--- src/rtl/exp_timing_pkg.sv ---
package exp_timing_pkg;
  localparam int NUM_TRIG   = 2;
  localparam int TRIG_START = 0;
  localparam int TRIG_STOP  = 1;
endpackage

--- src/rtl/trig_qualify.sv ---
module trig_qualify #(
  parameter int MIN_PULSE = 100
) (
  input  logic clk_i,
  input  logic rst_ni,
  input  logic trig_i,
  output logic accept_o,
  output logic short_o
);
  localparam int CW = $clog2(MIN_PULSE + 1);

  logic          s1_q, s2_q, done_q;
  logic [CW-1:0] cnt_q;

  // first stage on the falling edge keeps shared-clock controllers aligned
  always_ff @(negedge clk_i or negedge rst_ni) begin
    if (!rst_ni) s1_q <= 1'b0;
    else         s1_q <= trig_i;
  end

  always_ff @(posedge clk_i or negedge rst_ni) begin
    if (!rst_ni) begin
      s2_q     <= 1'b0;
      cnt_q    <= '0;
      done_q   <= 1'b0;
      accept_o <= 1'b0;
      short_o  <= 1'b0;
    end else begin
      s2_q     <= s1_q;
      accept_o <= 1'b0;
      short_o  <= 1'b0;
      if (s2_q) begin
        if (!done_q) begin
          if (cnt_q == CW'(MIN_PULSE - 1)) begin
            accept_o <= 1'b1;
            done_q   <= 1'b1;
          end else begin
            cnt_q <= cnt_q + CW'(1);
          end
        end
      end else begin
        if (cnt_q != '0 && !done_q) short_o <= 1'b1;
        cnt_q  <= '0;
        done_q <= 1'b0;
      end
    end
  end
endmodule

--- src/rtl/exp_window.sv ---
module exp_window #(
  parameter int START_DLY = 10,
  parameter int STOP_DLY  = 130,
  parameter int MIN_EXP   = 500
) (
  input  logic clk_i,
  input  logic rst_ni,
  input  logic start_acc_i,
  input  logic stop_acc_i,
  output logic integ_o,
  output logic close_o,
  output logic err_min_o
);
  localparam int SW = $clog2(START_DLY + 1);
  localparam int TW = $clog2(STOP_DLY + 1);
  localparam int EW = $clog2(MIN_EXP + 1);

  logic          start_pend_q, stop_pend_q, stop_late_q;
  logic [SW-1:0] scnt_q;
  logic [TW-1:0] tcnt_q;
  logic [EW-1:0] ecnt_q;
  logic          exp_ok;

  assign exp_ok = (ecnt_q == EW'(MIN_EXP - 1));

  always_ff @(posedge clk_i or negedge rst_ni) begin
    if (!rst_ni) begin
      start_pend_q <= 1'b0;
      stop_pend_q  <= 1'b0;
      stop_late_q  <= 1'b0;
      scnt_q       <= '0;
      tcnt_q       <= '0;
      ecnt_q       <= '0;
      integ_o      <= 1'b0;
      close_o      <= 1'b0;
      err_min_o    <= 1'b0;
    end else begin
      close_o   <= 1'b0;
      err_min_o <= 1'b0;
      // opening path
      if (start_pend_q) begin
        if (scnt_q == SW'(START_DLY - 1)) begin
          integ_o      <= 1'b1;
          start_pend_q <= 1'b0;
          ecnt_q       <= '0;
        end else begin
          scnt_q <= scnt_q + SW'(1);
        end
      end else if (start_acc_i && !integ_o) begin
        start_pend_q <= 1'b1;
        scnt_q       <= '0;
      end
      // closing path, only while a window is open
      if (integ_o) begin
        if (!exp_ok) ecnt_q <= ecnt_q + EW'(1);
        if (stop_pend_q) begin
          if (tcnt_q == TW'(STOP_DLY - 1)) begin
            if (exp_ok) begin
              integ_o     <= 1'b0;
              close_o     <= 1'b1;
              stop_pend_q <= 1'b0;
              stop_late_q <= 1'b0;
            end else if (!stop_late_q) begin
              stop_late_q <= 1'b1;
              err_min_o   <= 1'b1;
            end
          end else begin
            tcnt_q <= tcnt_q + TW'(1);
          end
        end else if (stop_acc_i) begin
          stop_pend_q <= 1'b1;
          tcnt_q      <= '0;
        end
      end
    end
  end
endmodule

--- src/rtl/readout_seq.sv ---
module readout_seq #(
  parameter int RO_DLY = 100,
  parameter int RO_LEN = 400
) (
  input  logic clk_i,
  input  logic rst_ni,
  input  logic close_i,
  output logic ro_start_o,
  output logic ro_active_o,
  output logic overrun_o
);
  localparam int RW = $clog2(RO_DLY + 1);
  localparam int AW = $clog2(RO_LEN + 1);

  logic          pend_q;
  logic [RW-1:0] rcnt_q;
  logic [AW-1:0] acnt_q;

  always_ff @(posedge clk_i or negedge rst_ni) begin
    if (!rst_ni) begin
      pend_q      <= 1'b0;
      rcnt_q      <= '0;
      acnt_q      <= '0;
      ro_start_o  <= 1'b0;
      ro_active_o <= 1'b0;
      overrun_o   <= 1'b0;
    end else begin
      ro_start_o <= 1'b0;
      overrun_o  <= 1'b0;
      if (close_i) begin
        if (pend_q || ro_active_o) begin
          overrun_o <= 1'b1;
        end else begin
          pend_q <= 1'b1;
          rcnt_q <= RW'(1);  // close_i lags the window edge by one cycle
        end
      end
      if (pend_q) begin
        if (rcnt_q == RW'(RO_DLY - 1)) begin
          pend_q      <= 1'b0;
          ro_start_o  <= 1'b1;
          ro_active_o <= 1'b1;
          acnt_q      <= '0;
        end else begin
          rcnt_q <= rcnt_q + RW'(1);
        end
      end
      if (ro_active_o) begin
        if (acnt_q == AW'(RO_LEN - 1)) ro_active_o <= 1'b0;
        else                           acnt_q <= acnt_q + AW'(1);
      end
    end
  end
endmodule

--- src/rtl/exposure_timing_ctrl.sv ---
module exposure_timing_ctrl
  import exp_timing_pkg::*;
#(
  parameter int MIN_PULSE = 100,
  parameter int START_DLY = 10,
  parameter int STOP_DLY  = 130,
  parameter int MIN_EXP   = 500,
  parameter int RO_DLY    = 100,
  parameter int RO_LEN    = 400
) (
  input  logic clk_i,
  input  logic rst_ni,
  input  logic trig_start_i,
  input  logic trig_stop_i,
  output logic integrate_o,
  output logic ro_start_o,
  output logic ro_active_o,
  output logic err_short_start_o,
  output logic err_short_stop_o,
  output logic err_min_exp_o,
  output logic err_overrun_o
);
  logic [NUM_TRIG-1:0] trig_raw, trig_acc, trig_short;
  logic                win_close;

  always_comb begin
    trig_raw             = '0;
    trig_raw[TRIG_START] = trig_start_i;
    trig_raw[TRIG_STOP]  = trig_stop_i;
  end

  for (genvar g = 0; g < NUM_TRIG; g++) begin : g_qual
    trig_qualify #(.MIN_PULSE(MIN_PULSE)) u_qual (
      .clk_i    (clk_i),
      .rst_ni   (rst_ni),
      .trig_i   (trig_raw[g]),
      .accept_o (trig_acc[g]),
      .short_o  (trig_short[g])
    );
  end

  exp_window #(
    .START_DLY (START_DLY),
    .STOP_DLY  (STOP_DLY),
    .MIN_EXP   (MIN_EXP)
  ) u_win (
    .clk_i       (clk_i),
    .rst_ni      (rst_ni),
    .start_acc_i (trig_acc[TRIG_START]),
    .stop_acc_i  (trig_acc[TRIG_STOP]),
    .integ_o     (integrate_o),
    .close_o     (win_close),
    .err_min_o   (err_min_exp_o)
  );

  readout_seq #(
    .RO_DLY (RO_DLY),
    .RO_LEN (RO_LEN)
  ) u_ro (
    .clk_i       (clk_i),
    .rst_ni      (rst_ni),
    .close_i     (win_close),
    .ro_start_o  (ro_start_o),
    .ro_active_o (ro_active_o),
    .overrun_o   (err_overrun_o)
  );

  assign err_short_start_o = trig_short[TRIG_START];
  assign err_short_stop_o  = trig_short[TRIG_STOP];
endmodule

--- config.mk ---
export PLATFORM = sky130hd
export DESIGN_NAME = exposure_timing_ctrl
export DESIGN_NICKNAME = d
export VERILOG_FILES = /design/src/rtl/exp_timing_pkg.sv /design/src/rtl/trig_qualify.sv /design/src/rtl/exp_window.sv /design/src/rtl/readout_seq.sv /design/src/rtl/exposure_timing_ctrl.sv
export SDC_FILE = /design/constraint.sdc
export NUM_CORES = 1
export LEC_CHECK = 0
export BUFFER_PORTS_ARGS = -buffer_cell sky130_fd_sc_hd__buf_2
export CORE_ASPECT_RATIO = 1.75
export CORE_MARGIN = 3
export CORE_UTILIZATION = 43
export DETAILED_ROUTE_END_ITERATION = 6
export PLACE_DENSITY_LB_ADDON = 0.3
export SLEW_MARGIN = 20
export SYNTH_ARGS = -nofsm -noshare
export SYNTH_HDL_FRONTEND = slang
export SYNTH_SLANG_ARGS = --single-unit
--- constraint.sdc ---
create_clock -name clk_i -period 1.9 [get_ports clk_i]
set_input_delay 0.095 -clock clk_i [delete_from_list [all_inputs] [get_ports clk_i]]
set_output_delay 0.095 -clock clk_i [all_outputs]
set_load 0.005 [all_outputs]
==> flow_metrics.tcl <==
set metrics [dict create \
    areaGrowthSynthToFinish_pct 12.5 \
    ctsLongestPathBuffers 2 \
    relSlewSlack 0.680 \
    synth.distinct_cells 55 \
    fin_crit_sh 0.934 \
    setup_viol 0 \
    rows 43 \
    grt_use_total 0.158 \
    totalWireLength_mm 6.64 \
    pin_count 11 \
    ir_worst_vdd_mv 0.454 \
    yosysWarnings 0 \
    grt_overflow_total 0 \
    routedWlPerCell_um 14.4 \
    hpwl_mm 4.97 \
    ctsResizeCount 0 \
    netlist_area_mm2 0.00354 \
    first_iter_violations 122 \
    fin_crit_ns 1.77 \
    cts_tree "yes" \
    synthFlopType "dfrtp_1" \
    worstSetupStartpoint "u_ro.acnt_q[4]$_DFF_PN0_" \
    drv_cap 0 \
    cp_max_fo 11 \
    fp.dieW_um 74.6 \
    crit_arrival_ns 2.02 \
    initial_core_util 0.445 \
    instances_no_fill 460 \
    cts.sinks 71 \
    yosysSeqAreaShare 0.502 \
    start_kind "register" \
    nets 380 \
    multi_input_area_mm2 0.00162 \
    die-area_mm2 0.00940 \
    grt_max_degree 40 \
    numCtsBuffers 9 \
    cts-root-buf "clkbuf_16" \
    die_y_um 126 \
    mostFrequentLayoutCells "69 x dfrtp_1, 30 x nand3_1, 28 x nand2_1" \
    power_density_mw_per_mm2 792 \
    fmax_mhz 563 \
    vias_per_cell 5.71 \
    synth_edf_count 0 \
    synthesis.nets 360 \
    ys_async_sr_fraction 1.00 \
    syn_avg_cell_area_um2 10.3 \
    ff_latch_area_mm2 0.00178 \
    fillCellCount 762 \
    final_layout_size_suffix_gt1_frac 0.132 \
    synth_seq_cells 71 \
    setup_ws_ns 0.125 \
    numPortBuffers 10 \
    hold_viol 0 \
    clk_latency_ns 0.33 \
    required_ns 2.15 \
    rsz0062_at_grt "no" \
    p_leak_nw 1.82 \
    hp-class "in -> async" \
    status "finished clean" \
    dr.pass1.iters 4 \
    finClkSkew_ns 0.00733 \
    antenna_left 0 \
    grt_pass1_vias 2579 \
    grt_antenna_before_repair 0 \
    end_kind "register" \
    post-place-cells 443 \
    htree_num_levels 3 \
    tns_ns 0 \
    slew_viol_final 0 \
    path_class "reg -> reg" \
    worst_pin_slew_ns 0.474 \
    cts.clk_slew.worst_paths_ns 0.06 \
    postSynthCellCount 345 \
    vias 2626 \
    r2r-start "u_ro.acnt_q[4]$_DFF_PN0_" \
    drc 0 \
    place_ws_ns 0.133 \
    core_region_area_mm2 0.00796 \
    grt_pass1_wl_mm 11.4 \
    place_congestion 0.802 \
    ff2ff_setup_slack_ns 0.13 \
    mostFrequentLayoutCell "dfrtp_1" \
    antenna_cells 0 \
]
## Yosys cell counts, drive strengths merged (5+ instances only)
master | count | share of area
o211ai | 5 | 0.011
or3 | 7 | 0.013
nor3 | 10 | 0.017
mux2i | 6 | 0.017
nand4 | 13 | 0.025
nand2 | 29 | 0.031
nand3 | 30 | 0.042
xnor2 | 12 | 0.030
dfrtp | 69 | 0.49
nor2 | 18 | 0.019
ha | 11 | 0.039
inv | 16 | 0.017
xor2 | 5 | 0.012
o21ai | 20 | 0.029
a21oi | 11 | 0.016
nand2b | 6 | 0.011
clkbuf | 6 | 0.0067
nor2b | 7 | 0.012
buf | 6 | 0.016
and2 | 9 | 0.016
## cell type report
type,instances,area share
sequential,71,0.446
multi-input combinational,246,0.407
clock buffer,9,0.0566
timing repair buffer,21,0.0339
tap,90,0.0283
inverter,16,0.0151
clock inverter,7,0.0126
## routing by layer
metal | global-route usage | vias to the layer above | wire, um
met1 | 0.171 | 1300 | 2660
met4 | 0.0849 | 0 | 184
met5 | 0 | - | 0
met3 | 0.0327 | 13 | 161
li1 | - | 1282 | -
met2 | 0.276 | 31 | 3630
## critical path: stages (launching register included)
cell     delay, ns
dfrtp_1       0.46
or4b_4        0.57
o21ai_2       0.36
nand2_2       0.10
a31oi_1       0.20
## sequential cells by signal, summed over array words and instances, names as in the netlist, 2 cells and up
name,flops
g_qual.u_qual.accept_o,2
u_win.ecnt_q,9
u_ro.rcnt_q,7
g_qual.u_qual.short_o,2
u_win.scnt_q,4
g_qual.u_qual.s1_q,2
g_qual.u_qual.s2_q,2
u_win.tcnt_q,8
u_ro.acnt_q,9
g_qual.u_qual.done_q,2
g_qual.u_qual.cnt_q,14
## path summary, 6_finish.rpt
check                                             endpoint  cells after the start
min in group clk_i               u_win.err_min_o$_DFF_PN0_                      1
hold / removal             g_qual[0].u_qual.s2_q$_DFF_PN0_                      2
setup / recovery                  u_ro.acnt_q[4]$_DFF_PN0_                      4
setup reg to reg                  u_ro.acnt_q[4]$_DFF_PN0_                      4
max in group asynchronous  g_qual[0].u_qual.s1_q$_DFF_NN0_                      2
hold reg to reg                  u_win.err_min_o$_DFF_PN0_                      1
## repair_timing
item                                   4_1_cts  5_1_grt
setup buffers                                0        0
setup endpoints to repair                    0        0
endpoints found under the hold margin       30        0
hold buffers                                 1        0
## logic make-up (layout without fill, tap and decap cells)
logic type / after synthesis / after routing / synth area share
buf+inv: 28 / 53 / 0.0399
simple gates: 149 / 149 / 0.239
xor+xnor: 17 / 17 / 0.0421
mux: 7 / 7 / 0.0201
compound gates: 62 / 62 / 0.118
fa+ha+maj: 11 / 11 / 0.0389
flops: 71 / 71 / 0.502
## power by group
| part | internal (mW) | total [mW] | switching, mW |
|---|---|---|---|
| registers | 1.53 | 1.55 | 0.0174 |
| clock network | 0.878 | 1.52 | 0.643 |
| logic | 0.0322 | 0.0843 | 0.0520 |
## metrics by stage
stage               utilization  hold slack [ns]  power, mW  area (um2)
floorplan                     -           -0.201       1.61        3540
CTS                       0.500            0.134       3.20        3980
detailed placement        0.464          -0.0496       1.66        3700
global placement          0.464          -0.0519       1.66        3700
global route              0.500            0.148       3.29        3980
finish                    0.500            0.142       3.15        3980
Power figures use the tool's default switching activity.
